===== src/rtl/qtc_pkg.sv =====
package qtc_pkg;

    localparam int unsigned QTC_DIGITS = 2;

    typedef enum logic [1:0] {
        ST_EMPTY    = 2'd0,
        ST_PARTIAL  = 2'd1,
        ST_FULL     = 2'd2,
        ST_OVERFLOW = 2'd3
    } qtc_state_e;

endpackage


===== src/rtl/qtc_rise.sv =====
module qtc_rise (
    input  logic clk,
    input  logic rst_n,
    input  logic level_i,
    output logic event_o
);
    logic level_q;

    always_ff @(posedge clk or negedge rst_n) begin
        if (!rst_n) begin
            level_q <= 1'b0;
        end else begin
            level_q <= level_i;
        end
    end

    assign event_o = level_i & ~level_q;
endmodule


===== src/rtl/qtc_bcd_cnt.sv =====
module qtc_bcd_cnt #(
    parameter int unsigned DIGITS  = 2,
    parameter bit          WRAP_ON = 1'b0,
    localparam int unsigned W      = 4 * DIGITS
) (
    input  logic         clk,
    input  logic         rst_n,
    input  logic         inc_i,
    input  logic         dec_i,
    output logic [W-1:0] value_o,
    output logic         is_zero_o,
    output logic         is_one_o,
    output logic         is_max_o,
    output logic         is_premax_o
);
    localparam logic [W-1:0] ALL_NINE = {DIGITS{4'h9}};
    localparam logic [W-1:0] PRE_MAX  = ALL_NINE - W'(1);
    localparam logic [W-1:0] ONE      = W'(1);

    logic [W-1:0]  cnt_q;
    logic [W-1:0]  up_v;
    logic [W-1:0]  down_v;
    logic [W-1:0]  cnt_d;
    logic [DIGITS:0] carry;
    logic [DIGITS:0] borrow;

    assign carry[0]  = 1'b1;
    assign borrow[0] = 1'b1;

    for (genvar g = 0; g < DIGITS; g++) begin : g_digit
        logic [3:0] d;
        assign d = cnt_q[4*g +: 4];
        assign carry[g+1]  = carry[g]  & (d == 4'd9);
        assign borrow[g+1] = borrow[g] & (d == 4'd0);
        assign up_v[4*g +: 4]   = carry[g]  ? ((d == 4'd9) ? 4'd0 : d + 4'd1) : d;
        assign down_v[4*g +: 4] = borrow[g] ? ((d == 4'd0) ? 4'd9 : d - 4'd1) : d;
    end

    assign is_zero_o   = (cnt_q == '0);
    assign is_one_o    = (cnt_q == ONE);
    assign is_max_o    = (cnt_q == ALL_NINE);
    assign is_premax_o = (cnt_q == PRE_MAX);

    always_comb begin
        cnt_d = cnt_q;
        if (inc_i && !dec_i) begin
            if (is_max_o) begin
                cnt_d = WRAP_ON ? ONE : cnt_q;
            end else begin
                cnt_d = up_v;
            end
        end else if (dec_i && !inc_i) begin
            if (!is_zero_o) begin
                cnt_d = down_v;
            end
        end
    end

    always_ff @(posedge clk or negedge rst_n) begin
        if (!rst_n) begin
            cnt_q <= '0;
        end else begin
            cnt_q <= cnt_d;
        end
    end

    assign value_o = cnt_q;
endmodule


===== src/rtl/qtc_fsm.sv =====
module qtc_fsm
    import qtc_pkg::*;
(
    input  logic clk,
    input  logic rst_n,
    input  logic join_ev_i,
    input  logic done_ev_i,
    input  logic len_one_i,
    input  logic len_premax_i,
    output logic len_inc_o,
    output logic len_dec_o,
    output logic tkt_inc_o,
    output logic alarm_o
);
    qtc_state_e state_q;
    qtc_state_e state_d;
    logic       only_join;
    logic       only_done;
    logic       both;

    assign only_join = join_ev_i & ~done_ev_i;
    assign only_done = done_ev_i & ~join_ev_i;
    assign both      = join_ev_i & done_ev_i;

    always_ff @(posedge clk or negedge rst_n) begin
        if (!rst_n) begin
            state_q <= ST_EMPTY;
        end else begin
            state_q <= state_d;
        end
    end

    always_comb begin
        state_d   = state_q;
        len_inc_o = 1'b0;
        len_dec_o = 1'b0;
        tkt_inc_o = 1'b0;
        unique case (state_q)
            ST_EMPTY: begin
                if (join_ev_i) begin
                    len_inc_o = 1'b1;
                    tkt_inc_o = 1'b1;
                    state_d   = len_premax_i ? ST_FULL : ST_PARTIAL;
                end
            end
            ST_PARTIAL: begin
                if (only_join) begin
                    len_inc_o = 1'b1;
                    tkt_inc_o = 1'b1;
                    state_d   = len_premax_i ? ST_FULL : ST_PARTIAL;
                end else if (only_done) begin
                    len_dec_o = 1'b1;
                    state_d   = len_one_i ? ST_EMPTY : ST_PARTIAL;
                end else if (both) begin
                    tkt_inc_o = 1'b1;
                end
            end
            ST_FULL, ST_OVERFLOW: begin
                if (only_join) begin
                    state_d = ST_OVERFLOW;
                end else if (only_done) begin
                    len_dec_o = 1'b1;
                    state_d   = len_one_i ? ST_EMPTY : ST_PARTIAL;
                end else if (both) begin
                    tkt_inc_o = 1'b1;
                end
            end
            default: begin
                state_d = ST_EMPTY;
            end
        endcase
    end

    assign alarm_o = (state_q == ST_OVERFLOW);
endmodule


===== src/rtl/queue_ticket_ctrl.sv =====
module queue_ticket_ctrl
    import qtc_pkg::*;
#(
    parameter int unsigned DIGITS = QTC_DIGITS,
    localparam int unsigned W     = 4 * DIGITS
) (
    input  logic         clk,
    input  logic         rst_n,
    input  logic         join_req,
    input  logic         done_req,
    output logic [W-1:0] ticket_bcd,
    output logic [W-1:0] length_bcd,
    output logic         overflow_alarm
);
    logic join_ev;
    logic done_ev;
    logic len_inc;
    logic len_dec;
    logic tkt_inc;
    logic len_zero;
    logic len_one;
    logic len_max;
    logic len_premax;
    logic tkt_zero;
    logic tkt_one;
    logic tkt_max;
    logic tkt_premax;

    qtc_rise u_join_edge (
        .clk     (clk),
        .rst_n   (rst_n),
        .level_i (join_req),
        .event_o (join_ev)
    );

    qtc_rise u_done_edge (
        .clk     (clk),
        .rst_n   (rst_n),
        .level_i (done_req),
        .event_o (done_ev)
    );

    qtc_fsm u_fsm (
        .clk          (clk),
        .rst_n        (rst_n),
        .join_ev_i    (join_ev),
        .done_ev_i    (done_ev),
        .len_one_i    (len_one),
        .len_premax_i (len_premax),
        .len_inc_o    (len_inc),
        .len_dec_o    (len_dec),
        .tkt_inc_o    (tkt_inc),
        .alarm_o      (overflow_alarm)
    );

    qtc_bcd_cnt #(
        .DIGITS  (DIGITS),
        .WRAP_ON (1'b0)
    ) u_length (
        .clk         (clk),
        .rst_n       (rst_n),
        .inc_i       (len_inc),
        .dec_i       (len_dec),
        .value_o     (length_bcd),
        .is_zero_o   (len_zero),
        .is_one_o    (len_one),
        .is_max_o    (len_max),
        .is_premax_o (len_premax)
    );

    qtc_bcd_cnt #(
        .DIGITS  (DIGITS),
        .WRAP_ON (1'b1)
    ) u_ticket (
        .clk         (clk),
        .rst_n       (rst_n),
        .inc_i       (tkt_inc),
        .dec_i       (1'b0),
        .value_o     (ticket_bcd),
        .is_zero_o   (tkt_zero),
        .is_one_o    (tkt_one),
        .is_max_o    (tkt_max),
        .is_premax_o (tkt_premax)
    );

    logic unused_flags;
    assign unused_flags = len_zero ^ len_max ^ tkt_zero ^ tkt_one ^ tkt_max ^ tkt_premax;
endmodule


===== config.mk =====
export PLATFORM = sky130hd
export DESIGN_NAME = queue_ticket_ctrl
export DESIGN_NICKNAME = d
export VERILOG_FILES = /design/src/rtl/qtc_pkg.sv /design/src/rtl/qtc_rise.sv /design/src/rtl/qtc_bcd_cnt.sv /design/src/rtl/qtc_fsm.sv /design/src/rtl/queue_ticket_ctrl.sv
export SDC_FILE = /design/constraint.sdc
export NUM_CORES = 1
export LEC_CHECK = 0
export CAP_MARGIN = 20
export CORE_MARGIN = 2
export CORE_UTILIZATION = 60
export DETAILED_ROUTE_END_ITERATION = 12
export MAX_ROUTING_LAYER = met4
export PLACE_DENSITY = 0.85
export SLEW_MARGIN = 15
export SYNTH_ARGS = -nofsm -noshare
export SYNTH_HDL_FRONTEND = slang
export SYNTH_HIERARCHICAL = 1
export SYNTH_SLANG_ARGS = --single-unit

===== constraint.sdc =====
create_clock -name clk -period 6.1 [get_ports clk]
set_input_delay 1.22 -clock clk [delete_from_list [all_inputs] [get_ports clk]]
set_output_delay 1.22 -clock clk [all_outputs]
set_load 0.02 [all_outputs]

# == After elaboration in Yosys (flattened, before gate mapping) ==
# Index checks and enable logic that the tools add are counted.
# word_totals
reg_bits,20
latchBits,0
ramBits,0
mem_bits_ro,0
inputBits,4
output_inout_bits,17
wordCells,85
memories,0
# op_classes
n_addsub,6
n_mul,0
div,0
n_lt_le_gt_ge,0
eq_ne,15
shift,0
n_mux,32
n_bitwise,9
reduce_logical,16
# ops
cell,count
$mux 8,5
$mux 4,9
$eq 8x8->1 const B,3
$add 4x1->4 const B,4
$eq 4x4->1 const B,4
$mux 1,10
$mux 2,5
$eq 8x1->1 const B,1
$logic_not 4->1,2
$logic_not 8->1,1
$sub 4x1->4 const B,2
$ne 2x1->1 const B,3
$pmux 2 s3,1
$reduce_bool 2->1,3
$and 1x1->1,5
$reduce_and 5->1,1
$eq 2x2->1 const B,2
$not 1->1,4
$pmux 1 s3,1
$reduce_and 3->1,1
$reduce_or 3->1,1
$eq 2x1->1 const B,1
$logic_and 1x1->1,2
$logic_not 1->1,2
5 further kinds,5

# == Depth between registers and ports, before layout ==
# Gate-level depths: netlist (run 1).
# depth
depth_word,11
mapped_depth,11
mapped_depth_nobuf,9

# == Cells and area by module ==
# The synthesis (run 1) kept the hierarchy.
# modules_own_cells
mod,n_inst,cells_each,area_per_inst_um2,seq_area_each_um2
qtc_bcd_cnt at u_ticket,1,92,787.0,200.2
qtc_bcd_cnt at u_length,1,86,754.5,200.2
qtc_fsm,1,21,153.9,50.0
qtc_rise,2,2,38.8,25.0
queue_ticket_ctrl,1,1,3.8,0.0

# == Worst setup path after synthesis (run 1) ==
# OpenSTA, ideal clock, no wires.
# synth_timing
path_kind,input to register
startpoint,input port done_req
endpoint,register u_length.cnt_q[5] (netlist: u_length/value_o[5])
t_arrival_ps,2963
required_ps,5979
setup_slack_ps,3016
cell_stages,9
path_buffers,1
path_cell_list,nor2b_4 > nand2_1 > and3_2 > ha_1 > buf_6 > or3b_1 > nor3_2 > mux2i_1 > a22o_1
# synth_between
elab_chain_cells,9
word_cells_on_any_way,20
cone_classes,eq/ne (3); mux (6); bitwise (4); reduce/logical (7)
# synth_lines
item,line,source
"start, declared",queue_ticket_ctrl.sv:10,"input logic done_req,"
$and 1x1->1 (*),qtc_rise.sv:17,assign event_o = level_i & ~level_q;
$not 1->1 (*),qtc_fsm.sv:21,assign only_join = join_ev_i & ~done_ev_i;
$and 1x1->1 (*),qtc_fsm.sv:21,
$mux 1 (*),qtc_fsm.sv:47,if (only_join) begin
$pmux 1 s2 (*),qtc_fsm.sv:38,unique case (state_q)
via len_inc,queue_ticket_ctrl.sv:17,logic len_inc;
$logic_not 1->1,qtc_bcd_cnt.sv:52,end else if (dec_i && !inc_i) begin
$logic_and 1x1->1,qtc_bcd_cnt.sv:52,
$reduce_bool 2->1 (no line),-,
$reduce_and 5->1 (no line),-,
"end signal, assigned",qtc_bcd_cnt.sv:63,cnt_q <= cnt_d;
"end, declared",qtc_bcd_cnt.sv:20,logic [W-1:0] cnt_q;
# Mark *: on every way through the listed nets, which the timed path passes. The rest lies on a longest branch.
# A chain may end at the register's enable or synchronous reset.

# == Worst setup path after layout (run 1) ==
# layout_timing
startpoint,input port join_req
endpoint,register u_ticket.cnt_q[5] (netlist: u_ticket/value_o[5])
# layout_between
elab_chain_cells,7
word_cells_on_any_way,12
cone_classes,mux (6); bitwise (5); reduce/logical (1)
# layout_lines
item,line,source
"start, declared",queue_ticket_ctrl.sv:9,"input logic join_req,"
$and 1x1->1 (*),qtc_rise.sv:17,
via join_ev,queue_ticket_ctrl.sv:15,logic join_ev;
$and 1x1->1 / $not 1->1 (equally long branches),"qtc_fsm.sv:23, qtc_fsm.sv:22",
$mux 1 / $and 1x1->1 (equally long branches),"qtc_fsm.sv:54, qtc_fsm.sv:64, qtc_fsm.sv:22",
$mux 1,qtc_fsm.sv:51,end else if (only_done) begin
"$mux 1, on equally long branches","qtc_fsm.sv:59, qtc_fsm.sv:47",
$pmux 1 s3 (*),qtc_fsm.sv:38,
via tkt_inc,queue_ticket_ctrl.sv:19,logic tkt_inc;
$reduce_and 2->1 (no line) (*),-,
"end signal, assigned",qtc_bcd_cnt.sv:63,
"end, declared",qtc_bcd_cnt.sv:20,
# Marks and branches as above.

==> out/metrics.csv, run 1 <==
stage,metric,value,unit
placement,place.gp.congestion,0.8903,
setup_path,cpMaxStageDelayCell,ha_1,
routing,routedWlPerCell,15.26,um
setup_path,cp_max_fo,19,
power,power_density,448.3,nW/um2
sta,slew_headroom,0.3820,
cts,ctsHoldBuffers,0,
cts,clock_path_buffers,2,
cts,cts_buffers,3,
routing,vias,1521,
routing,routed_wl,3.632,mm
cts,cts.reportedPaths.clkPinSlew,0.11,ns
sta,rsz0062_at_grt,false,
synthesis,synth-warning-count,6,
global_route,grt-ovfl-total,0,
job,max_cap_viol_count,0,
setup_path,endpoint_kind,flop,
setup_path,critical-path-top-delay-family,simple AND/OR/NAND/NOR gates,
setup_path,worstPathRequired,6.29,ns
hold_path,hold_class,flop to flop,
power,cellLeakagePower,0.7586,nW
layout,area_growth,10.69,%
synthesis,mappedNetlistArea,1755,um2
cts,cts_setup_buffers,0,
setup_path,worstPathCellList,clkdlybuf4s50_1 > nor2b_4 > a21boi_0 > ha_1 > or4b_4 > nand2_2 > mux2_1,
routing,route.detailed.drc,0,
routing,dr.pass1.iters,4,
setup_path,start_kind,primary input,
status,status,finished clean,
routing,drt_iter0_markers,87,
setup_path,arrival,3.77,ns
global_route,grt_max_degree,23,
cts,clock-sinks,20,
floorplanning,fp.dieW,58.09,um
floorplanning,die_y,58.09,um
layout,fin_nets,217,
setup_path,max_stage_delay,0.59,ns
power,ir_drop,0.0003498,V
sta,finalHoldViolations,0,
sta,tightest_slew,0.9241,ns
floorplanning,rows,19,
placement,portBuffers,20,
sta,fin_setup_tns,0,ns
setup_path,cp.buffers_inverters,1,
global_route,antenna_found_initial,0,
floorplanning,pin_count,21,
layout,n_antenna_cell,0,
global_route,grtUsageTotal,0.2429,
global_route,grt_pass1_wl,6.348,mm
sta,max_freq,279.2,MHz
synthesis,synth_cells,200,
placement,hpwl,2.608,mm
sta,worst_clock_skew,0.001876,ns
sta,period_share,0.5871,
synthesis,synth_fp_nets,209,
layout,drive_gt1_frac,0.1159,
routing,final_antenna_net_count,0,
cts,worstSkewPairLatency,0.29,ns
layout,utilization,0.7046,
sta,fin_crit,3.581,ns
cts,h-tree-depth,1,
synthesis,avgSynthCellArea,8.777,um2
global_route,grt_pass1_vias,1503,
setup_path,critPathKind,primary input to flop,
cts,root_buffer,clkbuf_4,
cts,cts_resized,0,
floorplanning,dieArea,3374,um2
floorplanning,start_util,0.6366,
cts,cts_tree,built,
sta,setup_viol,0,
routing,drt-vias-per-instance,6.391,
sta,slew_viol_final,0,
floorplanning,core,2758,um2
## layer usage
layer,track usage,up-vias,routed length [um]
li1,-,745,-
met1,0.2958,734,1584
met2,0.4156,38,1886
met3,0.03348,4,130
met4,0.07641,0,30
met5,-,-,0
## worst paths after layout
path | from | depth (start not counted) | to | slack, ns
max | join_req | 7 | u_ticket/value_o[5] | 2.52
min | u_fsm/state_q[1] | 2 | u_fsm/state_q[1] | 0.63
max reg2reg | u_done_edge/level_q | 7 | u_ticket/value_o[5] | 3.53
min reg2reg | u_fsm/state_q[1] | 2 | u_fsm/state_q[1] | 0.63
max in group asynchronous | rst_n | 1 | u_length/value_o[3] | 4.11
min in group asynchronous | rst_n | 1 | u_ticket/value_o[6] | 1.43
## cells in the final DEF, fill, tap and decap left out, types with 4 or more instances in the layout
master,instances
nor3_1,10
nor2_1,10
nand2_1,11
nand3_1,8
o21ai_0,12
clkdlybuf4s50_1,20
ha_1,5
nor4_1,4
o21bai_1,4
a21oi_1,7
dfrtp_1,20
mux2i_1,5
a31oi_1,5
xnor2_1,4
o21a_1,4
inv_1,11
nor2b_1,4
## where the power goes
group | leakage [nW] | switching, mW | internal (mW)
Sequential | 0.232 | 0.149 | 0.181
Clock | 0.0210 | 0.0408 | 0.0363
Combinational | 0.505 | 0.224 | 0.241
Total | 0.759 | 0.413 | 0.458
## worst reg2reg max path, stage by stage, from the launching register on
cell and delay (ns):
dfrtp_1 0.42, nor2b_4 0.15, inv_1 0.09, a21boi_0 0.20, ha_1 0.59, or4b_4 0.57, nand2_2 0.11, mux2_1 0.33
## per-stage QoR
step | power (mW) | worst slack, ns | instance area (um2) | std cells | hold slack, ns
global placement | 0.7662 | 2.329 | 1907 | 234 | 0.5965
detailed placement | 0.7928 | 2.179 | 1907 | 234 | 0.6065
finish | 0.8710 | 2.519 | 1943 | 238 | 0.6331
CTS | 0.8736 | 2.523 | 1943 | 238 | 0.6279
global route | 0.9437 | 2.407 | 1943 | 238 | 0.6889
floorplan | 0.6481 | 3.016 | 1755 | 200 | 0.5474
## final cells by class
cell class / count / area, um2
Inverter: 11 / 41.29
Timing Repair Buffer: 20 / 200.2
Multi-Input combinational cell: 152 / 1126
Fill cell: 231 / 814.5
Sequential cell: 20 / 500.5
Clock buffer: 4 / 36.28
Tap cell: 31 / 38.79
## state kept, by name, indices dropped and copies added, names as in the netlist
signal,cells
u_fsm/state_q,2
u_ticket/value_o,8
u_done_edge/level_q,1
u_length/value_o,8
u_join_edge/level_q,1
No activity file was read; power rests on OpenSTA's default activity.
==> run 2: changes to the inputs <==
Settings changed: CORE_UTILIZATION 60 to 51, PLACE_DENSITY 0.85 to 0.77.
Clock period 6.1 ns to 3.04 ns, I/O delays scaled along.
==> run 2 against run 1 <==
  * Sequential share of layout area down 0.46 points
  * Non-clock buffer count grew 4
  * Sequential cell count is the same
  * Die area rose by 16%
  * Register-to-register slack worse by 2.8 ns
  * Cell count grew 7.6%
  * Routed wire length rose by 1.2%
==> out/metrics.csv, run 2 (synthesis results as in run 1) <==
stage,metric,value,unit
hold_path,hold_class,flop to flop,
sta,fin_setup_tns,0,ns
floorplanning,start_util,0.5302,
setup_path,critPathKind,primary input to flop,
sta,tightest_slew,0.9136,ns
sta,slew_viol_final,0,
placement,dp_slack,0.01325,ns
setup_path,start_kind,primary input,
sta,whs,0.6461,ns
layout,n_antenna_cell,0,
sta,finalHoldViolations,0,
routing,dr.pass1.iters,4,
floorplanning,fp.dieW,62.67,um
floorplanning,rows,21,
routing,drt_iter0_markers,148,
power,swShare,0.4814,
placement,dpl_cell_area,1956,um2
global_route,grt_pass1_wl,6.313,mm
routing,vias,1578,
setup_path,r2r_end,u_length/value_o[7],
routing,drt-vias-per-instance,6.164,
sta,period_share,0.8952,
layout,drive_gt1_frac,0.1286,
sta,rsz0062_at_grt,false,
job,max_cap_viol_count,0,
cts,cts_buffers,3,
cts,root_buffer,clkbuf_4,
hold_path,holdPathStages,2,
global_route,grt_pass1_vias,1433,
setup_path,r2r_slack,0.70,ns
power,ir_drop,0.0005223,V
hold_path,hp-start,u_fsm/state_q[0],
global_route,antenna_found_initial,0,
global_route,grt_max_degree,21,
power,combPwrFrac,0.540,
layout,stdcell_count,256,
sta,slew_headroom,0.3891,
floorplanning,die_y,62.67,um
status,status,finished clean,
cts,h-tree-depth,1,
layout,area_growth,12.69,%
placement,hpwl,2.601,mm
global_route,grt-ovfl-total,0,
routing,routed_wl,3.677,mm
setup_path,arrival,2.90,ns
sta,max_freq,367.5,MHz
setup_path,worstPathRequired,3.21,ns
placement,portBuffers,20,
layout,layout_common_cells,"clkdlybuf4s50_1 (20), dfrtp_1 (20), o21ai_0 (12)",
cts,cts_setup_buffers,0,
power,p_total,1.727,mW
power,switching_power,0.8315,mW
cts,clock-sinks,20,
placement,dp_cells,253,
sta,worst_clock_skew,0.01109,ns
sta,layout_setup_ws,0.3186,ns
routing,routedWlPerCell,14.36,um
setup_path,worst_r2r_path_depth,9,
layout,utilization,0.5975,
routing,route.detailed.drc,0,
layout,final_area,1978,um2
global_route,grtUsageTotal,0.2040,
layout,fin_nets,221,
cts,cts.reportedPaths.clkPinSlew,0.12,ns
power,power_density,873.1,nW/um2
power,pwr-share-seq,0.384,
hold_path,hold_end,u_fsm/state_q[0],
power,cellLeakagePower,0.7713,nW
placement,place.gp.congestion,0.8481,
floorplanning,pin_count,21,
setup_path,timing.rr.start,u_done_edge/level_q,
setup_path,cp_max_fo,5,
power,clkPwrFrac,0.076,
routing,final_antenna_net_count,0,
sta,fin_crit,2.721,ns
floorplanning,dieArea,3928,um2
cts,cts_tree,built,
floorplanning,core,3311,um2
cts,worstSkewPairLatency,0.31,ns
cts,cts_resized,0,
cts,ctsHoldBuffers,0,
sta,setup_viol,0,
power,p_int,0.8957,mW
cts,clock_path_buffers,2,
setup_path,endpoint_kind,flop,
## run 2: worst max path at each step
stage               startpoint                   to  depth (start not counted)
finish                done_req  u_length/value_o[7]                         10
global route          done_req  u_length/value_o[7]                         10
CTS                   done_req  u_length/value_o[7]                         10
detailed placement    done_req  u_length/value_o[7]                         10
global placement      done_req  u_length/value_o[5]                         10
floorplan             done_req  u_length/value_o[5]                          9
## run 2: layer usage
layer / GRT usage / routed length, um
met5: - / 0
met3: 0.03604 / 190
met1: 0.2491 / 1629
met4: 0.07222 / 49
met2: 0.3401 / 1807
## run 2: layout make-up
| class | count | area (um2) |
|---|---|---|
| Fill cell | 298 | 1333 |
| Tap cell | 46 | 57.56 |
| Sequential cell | 20 | 500.5 |
| Inverter | 11 | 41.29 |
| Clock buffer | 3 | 22.52 |
| Multi-Input combinational cell | 152 | 1126 |
| Timing Repair Buffer | 24 | 230.2 |
## run 2: critical path, cell delays in order
cell and delay [ns]:
clkdlybuf4s50_1 0.48, nor2b_4 0.17, inv_1 0.10, nor3_1 0.17
inv_1 0.06, ha_1 0.28, or3b_1 0.38, nor3_2 0.34
a21o_4 0.21, o21ai_0 0.10
## run 2: power groups by stage
stage                     clock network, mW  registers [mW]  logic (mW)
final                                 0.131           0.664       0.932
after global routing                  0.147           0.705        1.01
after CTS                             0.135           0.661       0.931
after detailed placement                  0           0.667       0.926
after global placement                    0           0.647       0.901
after floorplan                           0           0.609       0.691
